$ cat src/rtl/page_prog_pkg.sv
package page_prog_pkg;

  typedef enum logic [2:0] {
    ST_IDLE,
    ST_OPC,
    ST_ADDR,
    ST_DATA,
    ST_SKIP
  } rxState_e;

  typedef struct packed {
    logic shiftOne;     // shift one bit from the input pin
    logic shiftTwo;     // shift two bits, output pin above input pin
    logic captureAddr;  // latch page and column, clear valid bits
    logic writeByte;    // store assembled byte at the column pointer
  } dpStrobe_t;

endpackage

$ cat src/rtl/page_prog_sync.sv
module page_prog_sync #(
  parameter int WIDTH = 4,
  parameter int STAGES = 2,
  parameter logic [WIDTH-1:0] RST_VAL = '0
) (
  input  logic             clk,
  input  logic             rstN,
  input  logic [WIDTH-1:0] din,
  output logic [WIDTH-1:0] dout
);

  logic [STAGES-1:0][WIDTH-1:0] stageQ;

  always_ff @(posedge clk or negedge rstN) begin
    if (!rstN) begin
      stageQ <= {STAGES{RST_VAL}};
    end else begin
      stageQ[0] <= din;
      for (int s = 1; s < STAGES; s++) stageQ[s] <= stageQ[s-1];
    end
  end

  assign dout = stageQ[STAGES-1];

endmodule

$ cat src/rtl/page_prog_ctrl.sv
module page_prog_ctrl
  import page_prog_pkg::*;
#(
  parameter int ADDR_W = 24,
  parameter logic [7:0] OPC_SINGLE = 8'h02,
  parameter logic [7:0] OPC_DUAL = 8'hA2
) (
  input  logic       clk,
  input  logic       rstN,
  input  logic       csS,
  input  logic       sckS,
  input  logic [7:0] srByte,
  input  logic       welSet,
  output dpStrobe_t  strobe,
  output logic       welState,
  output logic       reqValid,
  output logic       reqDual
);

  localparam int DATA_W = 8;
  localparam int CNT_W = $clog2(ADDR_W + 1);
  localparam logic [CNT_W-1:0] ADDR_LAST = CNT_W'(ADDR_W - 1);
  localparam logic [CNT_W-1:0] OPC_LAST = CNT_W'(DATA_W - 1);
  localparam logic [CNT_W-1:0] SINGLE_LAST = CNT_W'(DATA_W - 1);
  localparam logic [CNT_W-1:0] DUAL_LAST = CNT_W'(DATA_W / 2 - 1);

  rxState_e stateQ;
  logic [CNT_W-1:0] bitCntQ;
  logic sckPrevQ, csPrevQ;
  logic dualQ, haveByteQ, welQ, reqValidQ;

  logic sckRise, csRise, csFall, edgeOk, opcodeHit;
  logic [CNT_W-1:0] byteLast;

  assign sckRise = sckS & ~sckPrevQ;
  assign csRise = csS & ~csPrevQ;
  assign csFall = ~csS & csPrevQ;
  assign edgeOk = sckRise & ~csS;
  assign byteLast = dualQ ? DUAL_LAST : SINGLE_LAST;
  assign opcodeHit = (srByte == OPC_SINGLE) || (srByte == OPC_DUAL);

  always_comb begin
    strobe = '0;
    if (edgeOk) begin
      strobe.shiftOne = (stateQ == ST_OPC) || (stateQ == ST_ADDR) ||
                        ((stateQ == ST_DATA) && !dualQ);
      strobe.shiftTwo = (stateQ == ST_DATA) && dualQ;
      strobe.captureAddr = (stateQ == ST_ADDR) && (bitCntQ == ADDR_LAST);
      strobe.writeByte = (stateQ == ST_DATA) && (bitCntQ == byteLast);
    end
  end

  always_ff @(posedge clk or negedge rstN) begin
    if (!rstN) begin
      stateQ <= ST_IDLE;
      bitCntQ <= '0;
      sckPrevQ <= 1'b0;
      csPrevQ <= 1'b1;
      dualQ <= 1'b0;
      haveByteQ <= 1'b0;
      welQ <= 1'b0;
      reqValidQ <= 1'b0;
    end else begin
      sckPrevQ <= sckS;
      csPrevQ <= csS;
      reqValidQ <= 1'b0;
      if (welSet) welQ <= 1'b1;
      if (csRise) begin
        if (stateQ == ST_DATA && haveByteQ) begin
          reqValidQ <= 1'b1;
          welQ <= 1'b0;
        end
        stateQ <= ST_IDLE;
      end else if (csFall) begin
        stateQ <= ST_OPC;
        bitCntQ <= '0;
        haveByteQ <= 1'b0;
      end else if (edgeOk) begin
        case (stateQ)
          ST_OPC: begin
            if (bitCntQ == OPC_LAST) begin
              bitCntQ <= '0;
              if (opcodeHit && welQ) begin
                stateQ <= ST_ADDR;
                dualQ <= (srByte == OPC_DUAL);
              end else begin
                stateQ <= ST_SKIP;
              end
            end else begin
              bitCntQ <= bitCntQ + 1'b1;
            end
          end
          ST_ADDR: begin
            if (bitCntQ == ADDR_LAST) begin
              bitCntQ <= '0;
              stateQ <= ST_DATA;
            end else begin
              bitCntQ <= bitCntQ + 1'b1;
            end
          end
          ST_DATA: begin
            if (bitCntQ == byteLast) begin
              bitCntQ <= '0;
              haveByteQ <= 1'b1;
            end else begin
              bitCntQ <= bitCntQ + 1'b1;
            end
          end
          default: ;
        endcase
      end
    end
  end

  assign welState = welQ;
  assign reqValid = reqValidQ;
  assign reqDual = dualQ;

  assert_req_pulse_R9: assert property (@(posedge clk) disable iff (!rstN)
    reqValidQ |=> !reqValidQ);
  assert_req_clears_wel_R9: assert property (@(posedge clk) disable iff (!rstN)
    reqValidQ |-> !welQ);
  assert_req_had_wel_R6: assert property (@(posedge clk) disable iff (!rstN)
    reqValidQ |-> $past(welQ));
  assert_req_had_byte_R10: assert property (@(posedge clk) disable iff (!rstN)
    reqValidQ |-> $past(haveByteQ));

endmodule

$ cat src/rtl/page_prog_dp.sv
module page_prog_dp
  import page_prog_pkg::*;
#(
  parameter int ADDR_W = 24,
  parameter int PAGE_BYTES = 256
) (
  input  logic                          clk,
  input  logic                          rstN,
  input  dpStrobe_t                     strobe,
  input  logic                          siBit,
  input  logic                          soBit,
  input  logic [$clog2(PAGE_BYTES)-1:0] rdCol,
  output logic [7:0]                    srByte,
  output logic [ADDR_W-$clog2(PAGE_BYTES)-1:0] reqPage,
  output logic [7:0]                    rdByte,
  output logic                          rdVld
);

  localparam int COL_W = $clog2(PAGE_BYTES);
  localparam int PAGE_W = ADDR_W - COL_W;

  logic [ADDR_W-1:0] srQ, srNext;
  logic [COL_W-1:0] colQ;
  logic [PAGE_W-1:0] pageQ;
  logic [PAGE_BYTES-1:0] vldQ;
  logic [7:0] memQ [PAGE_BYTES];

  always_comb begin
    srNext = srQ;
    if (strobe.shiftOne) srNext = {srQ[ADDR_W-2:0], siBit};
    else if (strobe.shiftTwo) srNext = {srQ[ADDR_W-3:0], soBit, siBit};
  end

  assign srByte = srNext[7:0];

  always_ff @(posedge clk or negedge rstN) begin
    if (!rstN) begin
      srQ <= '0;
      colQ <= '0;
      pageQ <= '0;
      vldQ <= '0;
    end else begin
      srQ <= srNext;
      if (strobe.captureAddr) begin
        pageQ <= srNext[ADDR_W-1:COL_W];
        colQ <= srNext[COL_W-1:0];
        vldQ <= '0;
      end else if (strobe.writeByte) begin
        vldQ[colQ] <= 1'b1;
        colQ <= colQ + 1'b1;
      end
    end
  end

  always_ff @(posedge clk) begin
    if (strobe.writeByte) memQ[colQ] <= srNext[7:0];
  end

  assign reqPage = pageQ;
  assign rdByte = memQ[rdCol];
  assign rdVld = vldQ[rdCol];

  assert_col_wrap_R7: assert property (@(posedge clk) disable iff (!rstN)
    (strobe.writeByte && colQ == '1) |=> colQ == '0);
  assert_vld_set_R11: assert property (@(posedge clk) disable iff (!rstN)
    strobe.writeByte |=> vldQ[$past(colQ)]);
  assert_addr_clear_R11: assert property (@(posedge clk) disable iff (!rstN)
    strobe.captureAddr |=> vldQ == '0);
  assert_dual_pins_R4: assert property (@(posedge clk) disable iff (!rstN)
    strobe.shiftTwo |=> srQ[1:0] == $past({soBit, siBit}));

endmodule

$ cat src/rtl/page_prog_rx.sv
module page_prog_rx
  import page_prog_pkg::*;
#(
  parameter int ADDR_W = 24,
  parameter int PAGE_BYTES = 256,
  parameter int SYNC_STAGES = 2
) (
  input  logic        clk,
  input  logic        rstN,
  input  logic        csN,
  input  logic        sckIn,
  input  logic        siIn,
  input  logic        soIn,
  input  logic        welSet,
  output logic        welState,
  output logic        reqValid,
  output logic        reqDual,
  output logic [15:0] reqPage,
  input  logic [7:0]  rdCol,
  output logic [7:0]  rdByte,
  output logic        rdVld
);

  logic [3:0] pinsS;
  logic [7:0] srByte;
  dpStrobe_t strobe;

  page_prog_sync #(.WIDTH(4), .STAGES(SYNC_STAGES), .RST_VAL(4'b1000)) uSync (
    .clk(clk), .rstN(rstN), .din({csN, sckIn, siIn, soIn}), .dout(pinsS)
  );

  page_prog_ctrl #(.ADDR_W(ADDR_W)) uCtrl (
    .clk(clk), .rstN(rstN), .csS(pinsS[3]), .sckS(pinsS[2]), .srByte(srByte),
    .welSet(welSet), .strobe(strobe), .welState(welState),
    .reqValid(reqValid), .reqDual(reqDual)
  );

  page_prog_dp #(.ADDR_W(ADDR_W), .PAGE_BYTES(PAGE_BYTES)) uDp (
    .clk(clk), .rstN(rstN), .strobe(strobe), .siBit(pinsS[1]), .soBit(pinsS[0]),
    .rdCol(rdCol), .srByte(srByte), .reqPage(reqPage), .rdByte(rdByte), .rdVld(rdVld)
  );

endmodule

$ cat config.mk
export PLATFORM = sky130hd
export DESIGN_NAME = page_prog_rx
export DESIGN_NICKNAME = d
export VERILOG_FILES = /design/src/rtl/page_prog_pkg.sv /design/src/rtl/page_prog_sync.sv /design/src/rtl/page_prog_ctrl.sv /design/src/rtl/page_prog_dp.sv /design/src/rtl/page_prog_rx.sv
export SDC_FILE = /design/constraint.sdc
export NUM_CORES = 2
export LEC_CHECK = 0
export BUFFER_PORTS_ARGS = -buffer_cell sky130_fd_sc_hd__buf_4
export CORE_MARGIN = 5
export CORE_UTILIZATION = 40
export DETAILED_ROUTE_END_ITERATION = 6
export GPL_TIMING_DRIVEN = 0
export PLACE_DENSITY = 0.6
export SYNTH_ARGS = -nofsm -noshare
export SYNTH_HDL_FRONTEND = slang
export SYNTH_SLANG_ARGS = --single-unit
$ cat constraint.sdc
create_clock -name clk -period 43.4 [get_ports clk]
set_input_delay 6.51 -clock clk [delete_from_list [all_inputs] [get_ports clk]]
set_output_delay 6.51 -clock clk [all_outputs]
set_load 0.02 [all_outputs]
**Word level (Yosys, flattened, before mapping)**

Memories as Yosys holds them, arrays and structs flattened.
Index checks and enable logic that the tools add are counted.
W data, S select, Z words.

- Register bits: 326
- Bits in writable memories: 2048
- Output and inout bits: 28
- Logic and storage cells: 98
- Memories: 1

- $add $sub $neg: 2
- $lt $le $gt $ge: 3
- Equality and inequality tests: 10
- Muxes and demuxes: 36
- Bitwise operators: 10
- Reductions and logical operators: 22

Memories:

| name | depth | bits a word | rd ports | clocked after Yosys merged registers in | wr ports | line | RTL |
|---|---|---|---|---|---|---|---|
| uDp.memQ | 256 | 8 | 1 | 0 | 1 | page_prog_dp.sv:26 | `logic [7:0] memQ [PAGE_BYTES];` |

Operator list:

| operator | count |
|---|---|
| $mux W256 | 2 |
| $or A256 B256 Y256 | 1 |
| $mux W24 | 2 |
| $mux W5 | 5 |
| $mux W3 | 7 |
| $lt A8 B9 Y1 const B | 2 |
| $mux W8 | 2 |
| $pmux W5 S3 | 1 |
| $mux W1 | 13 |
| $add A8 B1 Y8 const B | 1 |
| $bmux W1 S8 | 1 |
| $demux W1 S8 | 1 |
| $eq A8 B2 Y1 const B | 1 |
| $eq A8 B8 Y1 const B | 1 |
| $ge A8 B1 Y1 const B | 1 |
| $ne A4 B2 Y1 const B | 2 |
| $reduce_and A4 Y1 | 2 |
| $reduce_bool A2 Y1 | 4 |
| $reduce_bool A4 Y1 | 2 |
| $logic_and A1 B1 Y1 | 7 |
| $eq A3 B2 Y1 const B | 2 |
| $pmux W3 S2 | 1 |
| $reduce_and A6 Y1 | 1 |
| $add A5 B1 Y5 const B | 1 |
| other kinds (11) | 20 |

**Longest topological paths before layout**

- Word-level depth: 15
- Mapped depth: 11

**Hierarchy**

From an unflattened synthesis, not the netlist that was laid out.

- Cells, all modules: 5007
- Area, all modules: 93200.6 um2

Modules (own cells, without submodules):

| module | instances | cells an instance | area an instance (um2) | seq. area each (um2) |
|---|---|---|---|---|
| page_prog_dp | 1 | 4896 | 91970.7 | 69106.3 |
| page_prog_ctrl | 1 | 99 | 997.2 | 351.6 |
| page_prog_sync | 1 | 12 | 232.7 | 202.7 |

**Least setup slack after synthesis**

OpenSTA, ideal clock, no wires.

- Path kind: input port to output port
- From: in rdCol[0]
- To: out rdByte[6]
- Arrival time: 8.512 ns
- Path slack: 28.378 ns
- Stages: 11
- Path through: buf_6 > buf_12 > buf_8 > buf_12 > buf_6 > mux2i_1 > o221ai_1 > o21ai_1 > a21oi_1 > nor3_1 > nor4_1

- Longest elaborated chain between the ends: 1

RTL lines:

| item | line | RTL |
|---|---|---|
| from (decl) | page_prog_rx.sv:19 | `input logic [7:0] rdCol,` |
| $mem_v2 Z256 W8 | -- |  |
| to (decl) | page_prog_rx.sv:20 | `output logic [7:0] rdByte,` |

No other way between the ends.

**Worst setup path after layout**

- From: in rdCol[2]
- To: out rdByte[4]

The elaborated chain is that of the path after synthesis.

==> summary.md <==
| Metric | Value |
|---|---|
| Clk buf depth | `3` |
| Final-report hold violation count | `0` |
| Post-DP HPWL | `207,900 um` |
| Vias in the first global route | `49,950` |
| Reg clk slew, reported paths | `0.06 ns` |
| Async S/R FF share, synth | `13.73%` |
| Worst r2r src | `uCtrl.bitCntQ[0]` |
| CTS sink cnt | `2,374` |
| RSZ-0062 raised after global routing | `no` |
| Gr busiest metal | `met2` |
| Cts bufs inserted | `226` |
| Aggregate global routing overflow | `0` |
| Final Max Slew Viols | `38` |
| Root Buffer | `clkbuf_16` |
| Area Growth Syn to Fin | `13.98%` |
| Post-synth cell types | `78` |
| Synth warnings | `0` |
| Post-CTS setup buffer count | `0` |
| Initial Utilization | `40.08%` |
| Tmin final | `18.41 ns` |
| Commonest cells post-synth | `edfxtp_1 (2,048), mux4_2 (514), dfrtp_1 (323), nor2_1 (303), o21a_1 (258)` |
| Ranking of synthesized cells by area | `edfxtp_1 (66%), mux4_2 (12%), dfrtp_1 (8.7%)` |
| GR Util met2 | `36.71%` |
| Post-synth top area cell | `edfxtp_1` |
| Final period util | `42.43%` |
| Pin count of the biggest net entering global routing | `145` |
| Chip height | `492.0 um` |
| Hold Path End | `uSync.dout[0]` |
| # DRC | `0` |
| Failing checks | `max-capacitance violations, max-slew violations` |
| Synth Instances | `4,729` |
| Slew of the pin with the lowest slew margin | `1.614 ns` |
| Num rows | `177` |
| Most common cell in the netlist | `edfxtp_1` |
| Clock Skew | `0.04280 ns` |
| Met3 Use GR | `6.974%` |
| Routing usage on met1 | `33.08%` |
| Hold crit path type | `reg -> reg` |
| Total power per unit cell area | `50.83 nW/um^2` |
| Static Leak | `34.79 nW` |
| Reg2Reg Setup Slack | `38.89 ns` |
| Worst reg2reg path depth | `7` |
| CP Class | `in -> out` |
| First-pass GRT wire length | `411,700 um` |
| Routed len/inst | `36.14 um` |
| Initial antenna violation count | `15` |
| NumNets Final | `5,083` |
| Vias | `51,610` |
| Dpl ws | `25.25 ns` |
| Achievable Freq | `0.05431 GHz` |
| Hold_buf cts | `0` |
| Antenna-violating nets left | `0` |
| Share of layout cells above drive strength 1 | `22.21%` |
| Die area | `242,100 um^2` |
| Hold Startpoint | `uSync.stageQ[0]` |
| Most used DFF post-synth | `edfxtp_1` |
| DR vias/cell | `6.202` |
| Post-synth EDFFs | `2,048` |
| Post-Route WL | `300,700 um` |
| Synthesis-stage register bit count | `2,374` |
| Reg2reg end | `uDp.memQ[241][0]` |
| Placer Congestion | `0.9499` |
| Pre-Repair DR Iteration Count | `6` |
| Crit path DAT | `11.90 ns` |
| Setup TNS Final | `0 ns` |
| CP Launch Type | `input port` |
| Max Cap Viol | `5` |
| DIE WIDTH | `492.0 um` |
| Crit. End Element | `output port` |
| Hold depth | `0` |
| IO Pins | `43` |
| # H-tree levels | `4` |
| Syn_nets | `4,751` |
| Initial drt markers | `7,713` |
| WP data required | `36.89 ns` |
| Outcome | `finished with violations` |
| GRT Util Overall | `24.50%` |
| Sequential area share after synthesis | `74.95%` |
| Syn avg cell area | `19.65 um^2` |
| # port buffers | `39` |
| Worst VDD drop | `44.32 uV` |
| Final setup vio count | `0` |
| CTS tree | `built` |
| Final worst slack | `24.99 ns` |
| Synth top area share | `66.17%` |
| Cts repair resizes | `0` |
| Total power | `5.384 mW` |
| Critical path fanouts, max | `10` |
| Clk_lat worst skew | `0.90 ns` |
| Netlist Area Pre-Place | `92,940 um^2` |
| Slew headroom | `-8.999%` |
| Core ar. | `231,900 um^2` |
-- per-stage QoR --
step	hold WS, ns	area (um^2)	util [%]	cells
5_1_grt	0.3595	105900	45.68	8310
3_5_place_dp	0.3426	98510	42.49	7874
6_report	0.3525	105900	45.69	8321
3_3_place_gp	0.3410	97040	41.85	7811
4_1_cts	0.3557	105800	45.64	8305
2_1_floorplan	0.3312	92940	-	4729
-- metal layers --
metal  routed length (um)  part of all wire [%]  up-vias
li1                     -                     -    20100
met1               114400                    38    27690
met2               135700                    45     3227
met3                33740                    11      591
met4                16820                   5.6        0
met5                    0                     0        -
-- report_power, final --
group | internal, mW | switching, mW | leakage [nW]
Combinational | 0.178 | 0.480 | 8.22
Clock | 1.08 | 0.882 | 3.58
Sequential | 2.75 | 0.00777 | 23.0
Total | 4.01 | 1.37 | 34.8
-- area by class of cell --
type	count	area (um^2)
well taps	3043	3807
plain buffers	293	1670
repair buffers	104	1674
flip-flops and latches	2374	69660
inverters	10	45.04
clock buffers	321	6367
diodes	14	35.03
clock inverters	110	957.2
fillers	19350	125900
multi-input cells	2052	21720
-- critical path, stage by stage --
cell and delay [ns]:
buf_4 0.19, buf_2 0.27, nor2_1 0.90, buf_2 0.59, buf_1 1.01, a22oi_1 0.37
a31oi_1 0.84, o32ai_1 0.22, nor3_1 0.67, buf_4 0.27
-- layout by cell type, fill, tap and decap left out, types with 24 or more instances in the layout --
master     netlist  layout
o221ai_1        43      43
buf_2           68      77
mux4_2         514     514
clkbuf_16        0     230
nor4_1          27      24
clkbuf_8         0      27
buf_4           22      62
dfrtp_1        323     323
o21ai_0         56      52
a22o_1          28      28
edfxtp_1      2048    2048
buf_12           3      45
nor3_1          26      26
clkinv_2         0      42
nor2_1         303     303
buf_6           33      33
clkinv_1         0      34
a22oi_1        164     164
clkbuf_1       131     182
nand2_1        125     125
a21oi_1        104     104
mux2i_1        150     150
o21a_1         258     258
-- worst max path at each step --
stage	startpoint	end	cells after the start
final	rdCol[2]	rdByte[4]	10
after global routing	rdCol[2]	rdByte[4]	10
after CTS	rdCol[2]	rdByte[4]	10
after detailed placement	rdCol[2]	rdByte[4]	10
after global placement	uCtrl.stateQ[1]	uDp.memQ[252][0]	4
after floorplan	rdCol[0]	rdByte[6]	11
-- registers in the layout, summed over array words and instances (netlist names), 3 cells and up --
register / cells
uSync.dout: 4
uDp.memQ: 2048
uCtrl.stateQ: 3
uDp.colQ: 8
uDp.reqPage: 16
uDp.vldQ: 256
uCtrl.bitCntQ: 5
uSync.stageQ: 4
uDp.srQ: 24
-- cell families after synthesis --
group                      Yosys count  synth area share (%)
buffers and inverters              303                 1.808
DFF                               2374                 74.95
AOI/OAI and AO/OA                  769                 5.925
adders and majority gates            7               0.09423
muxes                              679                 14.25
and+or+nand+nor                    590                 2.896
xor gates and xnor gates             7               0.07405
Power figures use the tool's default switching activity.
